## src/rtl/tes_pkg.sv

```systemverilog
package tes_pkg;

  typedef enum logic [1:0] {
    ST_IDLE,
    ST_VREAD,
    ST_VWAIT,
    ST_RETURN
  } seq_state_e;

  typedef enum logic [2:0] {
    TK_NONE,
    TK_PRIV,
    TK_FAULT,
    TK_SVC,
    TK_RTI,
    TK_IRQ
  } trap_kind_e;

  localparam logic MODE_MONITOR = 1'b0;
  localparam logic MODE_USER    = 1'b1;

  localparam int CAUSE_PRIV  = 0;
  localparam int CAUSE_FAULT = 1;
  localparam int CAUSE_SVC   = 2;
  localparam int CAUSE_IRQ0  = 3;

  function automatic logic kind_is_entry(input trap_kind_e k);
    return (k == TK_PRIV) || (k == TK_FAULT) || (k == TK_SVC) || (k == TK_IRQ);
  endfunction

  function automatic logic kind_saves_current(input trap_kind_e k);
    return (k == TK_PRIV) || (k == TK_FAULT);
  endfunction

endpackage

```

## src/rtl/tes_pending.sv

```systemverilog
module tes_pending
  import tes_pkg::*;
#(
  parameter int NUM_IRQ = 8,
  parameter int CAUSE_W = 4
) (
  input  logic               clk,
  input  logic               rst_n,
  input  logic [NUM_IRQ-1:0] irq_i,
  input  logic               ack_i,
  input  logic [CAUSE_W-1:0] ack_cause_i,
  output logic [NUM_IRQ-1:0] pend_o
);

  logic [NUM_IRQ-1:0] pend_q;
  logic [NUM_IRQ-1:0] clear_hit;

  for (genvar k = 0; k < NUM_IRQ; k++) begin : g_line
    assign clear_hit[k] = ack_i && (ack_cause_i == CAUSE_W'(CAUSE_IRQ0 + k));

    always_ff @(posedge clk or negedge rst_n) begin
      if (!rst_n)          pend_q[k] <= 1'b0;
      else if (irq_i[k])   pend_q[k] <= 1'b1;
      else if (clear_hit[k]) pend_q[k] <= 1'b0;
    end

    assert_sticky_set_R7: assert property (@(posedge clk) disable iff (!rst_n)
      irq_i[k] |=> pend_q[k]);

    assert_ack_clears_R7: assert property (@(posedge clk) disable iff (!rst_n)
      (clear_hit[k] && !irq_i[k]) |=> !pend_q[k]);

    assert_hold_R7: assert property (@(posedge clk) disable iff (!rst_n)
      (pend_q[k] && !clear_hit[k]) |=> pend_q[k]);
  end

  assign pend_o = pend_q;

endmodule

```

## src/rtl/tes_arbiter.sv

```systemverilog
module tes_arbiter
  import tes_pkg::*;
#(
  parameter int NUM_IRQ = 8,
  localparam int IDX_W = (NUM_IRQ > 1) ? $clog2(NUM_IRQ) : 1
) (
  input  logic               boundary_i,
  input  logic               fault_i,
  input  logic               svc_i,
  input  logic               rti_i,
  input  logic               mode_i,
  input  logic               mask_i,
  input  logic [NUM_IRQ-1:0] pend_i,
  output trap_kind_e         kind_o,
  output logic [IDX_W-1:0]   irq_idx_o
);

  function automatic logic [IDX_W-1:0] lowest_set(input logic [NUM_IRQ-1:0] v);
    logic [IDX_W-1:0] idx;
    idx = '0;
    for (int i = NUM_IRQ - 1; i >= 0; i--) begin
      if (v[i]) idx = IDX_W'(i);
    end
    return idx;
  endfunction

  logic irq_eligible;

  assign irq_eligible = !mask_i && (|pend_i);
  assign irq_idx_o    = lowest_set(pend_i);

  always_comb begin
    kind_o = TK_NONE;
    if (boundary_i) begin
      if (fault_i)                          kind_o = TK_FAULT;
      else if (rti_i && mode_i == MODE_USER) kind_o = TK_PRIV;
      else if (svc_i)                       kind_o = TK_SVC;
      else if (rti_i)                       kind_o = TK_RTI;
      else if (irq_eligible)                kind_o = TK_IRQ;
    end
  end

endmodule

```

## src/rtl/tes_ctrl.sv

```systemverilog
module tes_ctrl
  import tes_pkg::*;
#(
  parameter int ADDR_W   = 16,
  parameter int CAUSE_W  = 4,
  parameter int VEC_BASE = 0
) (
  input  logic               clk,
  input  logic               rst_n,
  input  trap_kind_e         kind_i,
  input  logic [CAUSE_W-1:0] cause_i,
  input  logic [ADDR_W-1:0]  save_addr_i,
  input  logic [ADDR_W-1:0]  vec_rdata_i,
  output logic               busy_o,
  output logic               mode_o,
  output logic               in_service_o,
  output logic [ADDR_W-1:0]  epc_o,
  output logic [CAUSE_W-1:0] cause_o,
  output logic               vec_rd_en_o,
  output logic [ADDR_W-1:0]  vec_addr_o,
  output logic               redirect_o,
  output logic [ADDR_W-1:0]  redirect_pc_o
);

  function automatic logic [ADDR_W-1:0] vec_word(input logic [CAUSE_W-1:0] c);
    return ADDR_W'(VEC_BASE) + ADDR_W'(c);
  endfunction

  seq_state_e         state_q;
  logic               mode_q;
  logic               prev_mode_q;
  logic               in_service_q;
  logic [ADDR_W-1:0]  epc_q;
  logic [CAUSE_W-1:0] cause_q;
  logic               entry_take;
  logic               return_take;

  assign entry_take  = kind_is_entry(kind_i);
  assign return_take = (kind_i == TK_RTI);

  always_ff @(posedge clk or negedge rst_n) begin
    if (!rst_n) begin
      state_q      <= ST_IDLE;
      mode_q       <= MODE_MONITOR;
      prev_mode_q  <= MODE_USER;
      in_service_q <= 1'b0;
      epc_q        <= '0;
      cause_q      <= '0;
    end else begin
      case (state_q)
        ST_IDLE: begin
          if (entry_take) begin
            state_q      <= ST_VREAD;
            prev_mode_q  <= mode_q;
            mode_q       <= MODE_MONITOR;
            epc_q        <= save_addr_i;
            cause_q      <= cause_i;
            in_service_q <= 1'b1;
          end else if (return_take) begin
            state_q      <= ST_RETURN;
            mode_q       <= prev_mode_q;
            in_service_q <= 1'b0;
          end
        end
        ST_VREAD:  state_q <= ST_VWAIT;
        ST_VWAIT:  state_q <= ST_IDLE;
        ST_RETURN: state_q <= ST_IDLE;
        default:   state_q <= ST_IDLE;
      endcase
    end
  end

  assign busy_o        = (state_q != ST_IDLE);
  assign mode_o        = mode_q;
  assign in_service_o  = in_service_q;
  assign epc_o         = epc_q;
  assign cause_o       = cause_q;
  assign vec_rd_en_o   = (state_q == ST_VREAD);
  assign vec_addr_o    = vec_word(cause_q);
  assign redirect_o    = (state_q == ST_VWAIT) || (state_q == ST_RETURN);
  assign redirect_pc_o = (state_q == ST_VWAIT) ? vec_rdata_i : epc_q;

  assert_monitor_on_entry_R2: assert property (@(posedge clk) disable iff (!rst_n)
    entry_take |=> (mode_q == MODE_MONITOR) && vec_rd_en_o);

  assert_read_then_redirect_R5: assert property (@(posedge clk) disable iff (!rst_n)
    vec_rd_en_o |=> redirect_o && !vec_rd_en_o);

  assert_return_restores_R8: assert property (@(posedge clk) disable iff (!rst_n)
    return_take |=> (mode_q == $past(prev_mode_q)) && !in_service_q && redirect_o);

  assert_redirect_one_cycle_R11: assert property (@(posedge clk) disable iff (!rst_n)
    redirect_o |=> !redirect_o);

endmodule

```

## src/rtl/trap_entry_seq.sv

```systemverilog
module trap_entry_seq
  import tes_pkg::*;
#(
  parameter int NUM_IRQ  = 8,
  parameter int ADDR_W   = 16,
  parameter int VEC_BASE = 0,
  localparam int CAUSE_W = $clog2(NUM_IRQ + CAUSE_IRQ0)
) (
  input  logic               clk,
  input  logic               rst_n,
  input  logic               retire_i,
  input  logic [ADDR_W-1:0]  cur_pc_i,
  input  logic [ADDR_W-1:0]  next_pc_i,
  input  logic               fault_i,
  input  logic               svc_i,
  input  logic               rti_i,
  input  logic [NUM_IRQ-1:0] irq_i,
  input  logic               ack_i,
  input  logic [CAUSE_W-1:0] ack_cause_i,
  output logic               vec_rd_en_o,
  output logic [ADDR_W-1:0]  vec_addr_o,
  input  logic [ADDR_W-1:0]  vec_rdata_i,
  output logic               redirect_o,
  output logic [ADDR_W-1:0]  redirect_pc_o,
  output logic               stall_o,
  output logic               mode_o,
  output logic               irq_masked_o,
  output logic [NUM_IRQ-1:0] pending_o,
  output logic [CAUSE_W-1:0] cause_o,
  output logic [ADDR_W-1:0]  epc_o
);

  localparam int IDX_W = (NUM_IRQ > 1) ? $clog2(NUM_IRQ) : 1;

  logic               busy;
  logic               boundary;
  logic               in_service;
  logic [NUM_IRQ-1:0] pend;
  trap_kind_e         kind;
  logic [IDX_W-1:0]   irq_idx;
  logic [CAUSE_W-1:0] cause_sel;
  logic [ADDR_W-1:0]  save_addr;

  assign boundary = retire_i && !busy;

  tes_pending #(
    .NUM_IRQ (NUM_IRQ),
    .CAUSE_W (CAUSE_W)
  ) u_pending (
    .clk         (clk),
    .rst_n       (rst_n),
    .irq_i       (irq_i),
    .ack_i       (ack_i),
    .ack_cause_i (ack_cause_i),
    .pend_o      (pend)
  );

  tes_arbiter #(
    .NUM_IRQ (NUM_IRQ)
  ) u_arbiter (
    .boundary_i (boundary),
    .fault_i    (fault_i),
    .svc_i      (svc_i),
    .rti_i      (rti_i),
    .mode_i     (mode_o),
    .mask_i     (in_service),
    .pend_i     (pend),
    .kind_o     (kind),
    .irq_idx_o  (irq_idx)
  );

  always_comb begin
    case (kind)
      TK_PRIV:  cause_sel = CAUSE_W'(CAUSE_PRIV);
      TK_FAULT: cause_sel = CAUSE_W'(CAUSE_FAULT);
      TK_SVC:   cause_sel = CAUSE_W'(CAUSE_SVC);
      TK_IRQ:   cause_sel = CAUSE_W'(CAUSE_IRQ0) + CAUSE_W'(irq_idx);
      default:  cause_sel = '0;
    endcase
  end

  assign save_addr = kind_saves_current(kind) ? cur_pc_i : next_pc_i;

  tes_ctrl #(
    .ADDR_W   (ADDR_W),
    .CAUSE_W  (CAUSE_W),
    .VEC_BASE (VEC_BASE)
  ) u_ctrl (
    .clk           (clk),
    .rst_n         (rst_n),
    .kind_i        (kind),
    .cause_i       (cause_sel),
    .save_addr_i   (save_addr),
    .vec_rdata_i   (vec_rdata_i),
    .busy_o        (busy),
    .mode_o        (mode_o),
    .in_service_o  (in_service),
    .epc_o         (epc_o),
    .cause_o       (cause_o),
    .vec_rd_en_o   (vec_rd_en_o),
    .vec_addr_o    (vec_addr_o),
    .redirect_o    (redirect_o),
    .redirect_pc_o (redirect_pc_o)
  );

  assign stall_o      = busy;
  assign irq_masked_o = in_service;
  assign pending_o    = pend;

  assert_boundary_only_R3: assert property (@(posedge clk) disable iff (!rst_n)
    (kind != TK_NONE) |-> (retire_i && !stall_o));

  assert_masked_no_irq_R6: assert property (@(posedge clk) disable iff (!rst_n)
    irq_masked_o |-> (kind != TK_IRQ));

  assert_user_return_traps_R9: assert property (@(posedge clk) disable iff (!rst_n)
    (boundary && rti_i && !fault_i && mode_o == MODE_USER)
      |=> (cause_o == CAUSE_W'(CAUSE_PRIV)) && (mode_o == MODE_MONITOR) && !redirect_o);

  assert_fault_first_R10: assert property (@(posedge clk) disable iff (!rst_n)
    (boundary && fault_i) |=> (cause_o == CAUSE_W'(CAUSE_FAULT)) && (epc_o == $past(cur_pc_i)));

  assert_stall_idle_R11: assert property (@(posedge clk) disable iff (!rst_n)
    (!stall_o && kind == TK_NONE) |=> !stall_o);

endmodule

```

## config.mk

```make
export PLATFORM = sky130hd
export DESIGN_NAME = trap_entry_seq
export DESIGN_NICKNAME = d
export VERILOG_FILES = /design/src/rtl/tes_pkg.sv /design/src/rtl/tes_pending.sv /design/src/rtl/tes_arbiter.sv /design/src/rtl/tes_ctrl.sv /design/src/rtl/trap_entry_seq.sv
export SDC_FILE = /design/constraint.sdc
export NUM_CORES = 1
export LEC_CHECK = 0
export ABC_AREA = 1
export BUFFER_PORTS_ARGS = -buffer_cell sky130_fd_sc_hd__buf_2
export CELL_PAD_IN_SITES_DETAIL_PLACEMENT = 1
export CELL_PAD_IN_SITES_GLOBAL_PLACEMENT = 1
export CORE_MARGIN = 3
export CORE_UTILIZATION = 30
export CTS_BUF_LIST = sky130_fd_sc_hd__clkbuf_8
export DETAILED_ROUTE_END_ITERATION = 8
export PLACE_DENSITY_LB_ADDON = 0.1
export SLEW_MARGIN = 20
export SYNTH_ARGS = -nofsm -noshare
export SYNTH_HDL_FRONTEND = slang
export SYNTH_SLANG_ARGS = --single-unit
export TNS_END_PERCENT = 50
```

## constraint.sdc

```tcl
create_clock -name clk -period 2.25 [get_ports clk]
set_input_delay 0.3375 -clock clk [delete_from_list [all_inputs] [get_ports clk]]
set_output_delay 0.3375 -clock clk [all_outputs]
set_load 0.01 [all_outputs]
```

==> summary.txt, run 1 <==
STA
  • Slew @ Worst Pin: 0.757 ns
  • Final Hold Viols: 0
  • Period Utilization, post-route: 85.9%
  • Fin Setup TNS: 0 ns
  • Slew HR: 49.6%
  • Unrepaired setup endpoints after global routing: no
  • Min cycle time layout: 1.93 ns
  • F_max: 517 MHz
  • Max-slew violations: 0
  • Worst clock skew: 0.00888 ns
  • Final setup fails: 0

Final layout
  • Layout cells sized above 1: 39.7%
  • Post-Layout Cell Count: 502
  • Antenna cells: 0
  • Area grow syn2layout: 32.9%
  • Most common cell after layout, fill and taps aside: buf_2
  • Final core occ: 42.0%
  • Final net count: 473
  • # fillers: 935
  • Most frequent cells in the layout: 119 x buf_2, 75 x nand2_1, 55 x inv_1

Worst setup path
  • Critical Path End Type: register
  • CP top delay family: simple AND/OR/NAND/NOR gates
  • CP max FO: 17
  • Worst Path Class, Setup: register to register
  • Buf/Inv on CP: 3
  • Startpoint Class: register
  • Crit path arrival time: 2.15 ns
  • CP cell instances: inv_1 -> nand2_1 -> nor2_1 -> nand2_1 -> nand3_1 -> nand2_1 -> nand2_4 -> nand2_4 -> inv_2 -> buf_4 -> nand2_1 -> nand3_1
  • Slowest cell on crit path: dfrtp_1
  • Most frequent CP cell: nand2_1
  • Worst path max stage delay: 0.39 ns
  • Critical path data required time: 2.46 ns

Global routing
  • Overall fraction of global-route tracks in use: 15.7%
  • Vias in the first global route: 2,274
  • Global-route wire length before repair: 10,700 um
  • Grt ovf: 0
  • Initial antenna violation count: 0
  • Largest net degree at the start of global routing: 34

Detailed routing
  • Via/cell ratio: 4.38
  • WL per Instance: 13.1 um
  • Total number of vias: 2,200
  • DRC errors left: 0
  • 1st-pass router iterations: 4
  • Iteration-0 DRC Markers: 31
  • Detail Route Antenna Nets: 0
  • Routed Wire Length: 6560 um

Clock network
  • TritonCTS clock tree: done
  • Worst-Skew Late Latency: 0.29 ns
  • # resized after CTS: 0
  • Clk root buf: clkbuf_8
  • H-tree depth: 2
  • Clk sinks: 33
  • Maximum clock path buffer count: 2
  • Worst-path clk slew: 0.08 ns
  • Clock buffer count from CTS: 5
  • Hold Buf Count CTS: 0
  • Setup bufs post-CTS: 0

Die
  • Io pins: 132
  • FP Rows: 30
  • Die width: 91.5 um
  • Initial Util: 31.6%
  • Placeable Area: 6940 um2
  • Die H: 91.5 um
  • Die Area: 8370 um2

Placed design
  • DP HPWL: 5280 um
  • Port Buf Inserts: 119
  • DP Cell Count: 494
  • Global placement routability congestion: 0.749

Flow run
  • Maxcap violations: 0

Synth
  • Synth warn: 0
  • Mapped cell area: 2190 um2
  • #FFs+latches synth: 33
  • Post-synthesis cell count: 290
  • Synth async-reset ratio: 100%
  • Yosys cell types: 34
  • Sequential share of the synthesized area: 37.7%
  • Avg Cell Area, Syn: 7.56 um2
  • EDFF count, synth: 0
  • Top_reg_cell synth: dfrtp_1

Status
  • Status: finished clean

Pwr
  • IR drop worst, VDD: 0.413 mV
  • Leak: 1.75 nW
  • Total power: 2.89 mW
  • Power Density: 992 nW/um2

Hold path
  • Min-Delay Path Class: input port to asynchronous set/reset pin
## registers in the layout, summed over array words and instances, names as in the netlist
signal / count
u_ctrl.state_q: 2
u_ctrl.mode_o: 1
u_ctrl.cause_o: 4
u_pending.pend_o: 8
u_ctrl.prev_mode_q: 1
u_ctrl.epc_o: 16
u_ctrl.in_service_o: 1
## power by group
part	switching (mW)	internal (mW)	leakage, nW
registers	0.154	0.768	0.380
clock network	0.228	0.360	0.0574
logic	0.768	0.610	1.32
total	1.15	1.74	1.75
## Yosys cell counts, types with 2 or more instances
| cell type | count | share of area (%) |
|---|---|---|
| buf_4 | 17 | 5.8 |
| mux2_2 | 16 | 8.2 |
| nor4_1 | 2 | 0.57 |
| nand3_1 | 36 | 8.2 |
| a21oi_1 | 3 | 0.68 |
| clkbuf_1 | 2 | 0.34 |
| nand2_2 | 2 | 0.57 |
| o21bai_1 | 8 | 2.7 |
| dfrtp_1 | 32 | 37 |
| inv_1 | 55 | 9.4 |
| nand2_4 | 4 | 2.1 |
| o21ai_0 | 6 | 1.4 |
| clkbuf_4 | 2 | 0.68 |
| nand2_1 | 75 | 13 |
| buf_2 | 2 | 0.46 |
| nor2_1 | 10 | 1.7 |
## routing by layer
layer,vias to the layer above,part of all wire [%],track usage (%)
met2,81,47,26.4
li1,1102,-,-
met1,1009,44,19.7
met4,0,1.4,4.65
met3,8,7.1,3.89
met5,-,0,0
## cells by family after synthesis
kind of cell / Yosys count / synth area share, %
xor gates and xnor gates: 1 / 0.399
other: 1 / 0.171
adders and majority gates: 1 / 0.570
muxes: 16 / 8.21
AOI/OAI and AO/OA: 22 / 6.45
and+or+nand+nor: 135 / 28.9
DFF: 33 / 37.7
buffers and inverters: 81 / 17.6
## final cells by class
class	count	area [um2]	area share [%]
clock buffers	6	82.6	2.83
well taps	96	120	4.12
repair buffers	121	611	21.0
clock inverters	2	37.5	1.29
inverters	57	215	7.39
flip-flops and latches	33	827	28.4
multi-input cells	187	1020	35.0
## metrics by stage
step           hold WS (ns)  instance area [um2]  setup slack [ns]
2_1_floorplan        0.0419                 2230             0.569
6_report              0.114                 2910             0.316
3_5_place_dp          0.458                 2790             0.296
3_3_place_gp          0.460                 2790             0.366
4_1_cts               0.138                 2910             0.262
5_1_grt               0.178                 2910            0.0363
## worst register-to-register path: cells and delay by family (launching register included)
kind          cells  cell delay (ns)
buf+inv           3             0.55
flops             1             0.39
simple gates      9             0.92
## worst paths after layout
| kind | from | endpoint | slack (ns) | cells after the start |
|---|---|---|---|---|
| hold / removal | rst_n | u_ctrl.mode_o | 0.11 | 1 |
| setup reg to reg | u_pending.pend_o[7] | u_ctrl.cause_o[0] | 0.32 | 12 |
| min in group clk | irq_i[7] | u_pending.pend_o[7] | 0.24 | 2 |
| max in group asynchronous | rst_n | u_ctrl.epc_o[1] | 1.65 | 1 |
| setup / recovery | u_pending.pend_o[7] | u_ctrl.cause_o[0] | 0.32 | 12 |
| hold reg to reg | u_ctrl.prev_mode_q | u_ctrl.prev_mode_q | 0.49 | 2 |
Power figures use the tool's default switching activity.
==> inputs of run 2 (changes only) <==
- MAX_ROUTING_LAYER: not set -> met4
==> summary.txt, run 2 (synthesis gave the netlist of run 1 again) <==
STA
  • Slew HR: 49.6%
  • Worst clock skew: 0.00888 ns
  • Final Hold Viols: 0
  • Slew @ Worst Pin: 0.757 ns
  • Unrepaired setup endpoints after global routing: no
  • Period Utilization, post-route: 86.0%
  • Min cycle time layout: 1.94 ns
  • Max-slew violations: 0
  • Fin Setup TNS: 0 ns
  • Final setup fails: 0
  • F_max: 517 MHz

Pwr
  • Leak: 1.75 nW
  • Sequential Power Share: 31.9%
  • IR drop worst, VDD: 0.413 mV
  • Internal Power: 1.74 mW
  • Clk pwr share: 20.4%
  • Switching share of total power: 39.8%
  • Comb pwr share: 47.7%
  • Power Density: 992 nW/um2
  • Switch Pwr: 1.15 mW
  • Total power: 2.89 mW

Detailed routing
  • Routed Wire Length: 6560 um
  • Highest metal used: met4
  • 1st-pass router iterations: 4
  • Total number of vias: 2,202
  • DRC errors left: 0
  • WL met3: 448 um
  • WL per Instance: 13.1 um
  • Iteration-0 DRC Markers: 34
  • Via/cell ratio: 4.39
  • Metal-1 WL: 2920 um
  • Met2 WL post-DR: 3090 um
  • Detail Route Antenna Nets: 0

Die
  • FP Rows: 30
  • Die H: 91.5 um
  • Initial Util: 31.6%
  • Placeable Area: 6940 um2
  • Die Area: 8370 um2
  • Io pins: 132
  • Die width: 91.5 um

Final layout
  • Final core occ: 42.0%
  • # fillers: 935
  • Most common cell after layout, fill and taps aside: buf_2
  • Antenna cells: 0
  • Final net count: 473
  • Final instance area: 2910 um2
  • Max reg flops: 16
  • Layout cells sized above 1: 39.7%
  • Area grow syn2layout: 32.9%
  • Most frequent cells in the layout: 119 x buf_2, 75 x nand2_1, 55 x inv_1

Clock network
  • Maximum clock path buffer count: 2
  • Worst-path clk slew: 0.08 ns
  • Setup bufs post-CTS: 0
  • H-tree depth: 2
  • Worst-Skew Late Latency: 0.29 ns
  • TritonCTS clock tree: done
  • Clock buffer count from CTS: 5
  • Clk sinks: 33
  • Hold Buf Count CTS: 0
  • # resized after CTS: 0
  • Clk root buf: clkbuf_8

Global routing
  • Global-route wire length before repair: 10,700 um
  • Overall fraction of global-route tracks in use: 16.1%
  • Vias in the first global route: 2,274
  • Initial antenna violation count: 0
  • Grt ovf: 0
  • Largest net degree at the start of global routing: 34

Worst setup path
  • Worst path max stage delay: 0.39 ns
  • Buf/Inv on CP: 3
  • CP cell instances: inv_1 -> nand2_1 -> nor2_1 -> nand2_1 -> nand3_1 -> nand2_1 -> nand2_4 -> nand2_4 -> inv_2 -> buf_4 -> nand2_1 -> nand3_1
  • Worst Path Class, Setup: register to register
  • Crit Reg-Reg Endpoint: u_ctrl.cause_o[0]
  • Startpoint Class: register
  • Reg2Reg Setup Slack: 0.31 ns
  • FF-to-FF Start: u_pending.pend_o[7]
  • Reg2Reg Depth: 12
  • Slowest cell on crit path: dfrtp_1
  • Most frequent CP cell: nand2_1
  • Crit path arrival time: 2.15 ns
  • Critical Path End Type: register
  • CP max FO: 17
  • CP top delay family: simple AND/OR/NAND/NOR gates
  • Critical path data required time: 2.46 ns

Placed design
  • Global placement routability congestion: 0.759
  • DP HPWL: 5280 um
  • Port Buf Inserts: 119
  • DP Area: 2790 um2

Hold path
  • Min-Delay Path Class: input port to asynchronous set/reset pin

Status
  • Status: finished clean

Flow run
  • Maxcap violations: 0
-- run 2: worst max-delay path by stage --
stage | cells after the start | from | to | slack (ns)
floorplan | 3 | u_ctrl.state_q[1] | redirect_pc_o[0] | 0.57
global placement | 9 | u_ctrl.state_q[1] | u_ctrl.epc_o[9] | 0.37
detailed placement | 12 | u_pending.pend_o[0] | u_ctrl.cause_o[0] | 0.30
CTS | 12 | u_pending.pend_o[0] | u_ctrl.cause_o[0] | 0.26
global route | 12 | u_pending.pend_o[6] | u_ctrl.cause_o[0] | 0.04
finish | 12 | u_pending.pend_o[7] | u_ctrl.cause_o[0] | 0.31
-- run 2: layout make-up --
cell class / count / area, um2 / share of cell area (%)
Timing Repair Buffer: 121 / 611 / 21.0
Sequential cell: 33 / 827 / 28.4
Multi-Input combinational cell: 187 / 1020 / 35.0
Clock buffer: 6 / 82.6 / 2.83
Tap cell: 96 / 120 / 4.12
Inverter: 57 / 215 / 7.39
Clock inverter: 2 / 37.5 / 1.29
-- run 2: per-layer routing --
layer,up-vias,GRT usage (%)
met4,0,4.65
li1,1102,-
met1,1011,19.9
met3,8,3.65
met5,-,-
met2,81,26.4
-- run 2: power groups by stage --
stage               Sequential [mW]  Clock (mW)  Combinational [mW]
detailed placement            0.935           0                1.40
global route                  0.953       0.636                1.53
CTS                           0.925       0.603                1.41
global placement              0.931           0                1.36
finish                        0.923       0.589                1.38
floorplan                     0.967           0               0.827
-- run 2: metrics by stage --
step | setup WS, ns | hold WS, ns | std cells
global placement | 0.366 | 0.460 | 494
global route | 0.0363 | 0.178 | 502
finish | 0.315 | 0.114 | 502
CTS | 0.262 | 0.138 | 502
detailed placement | 0.296 | 0.458 | 494
floorplan | 0.569 | 0.0419 | 301
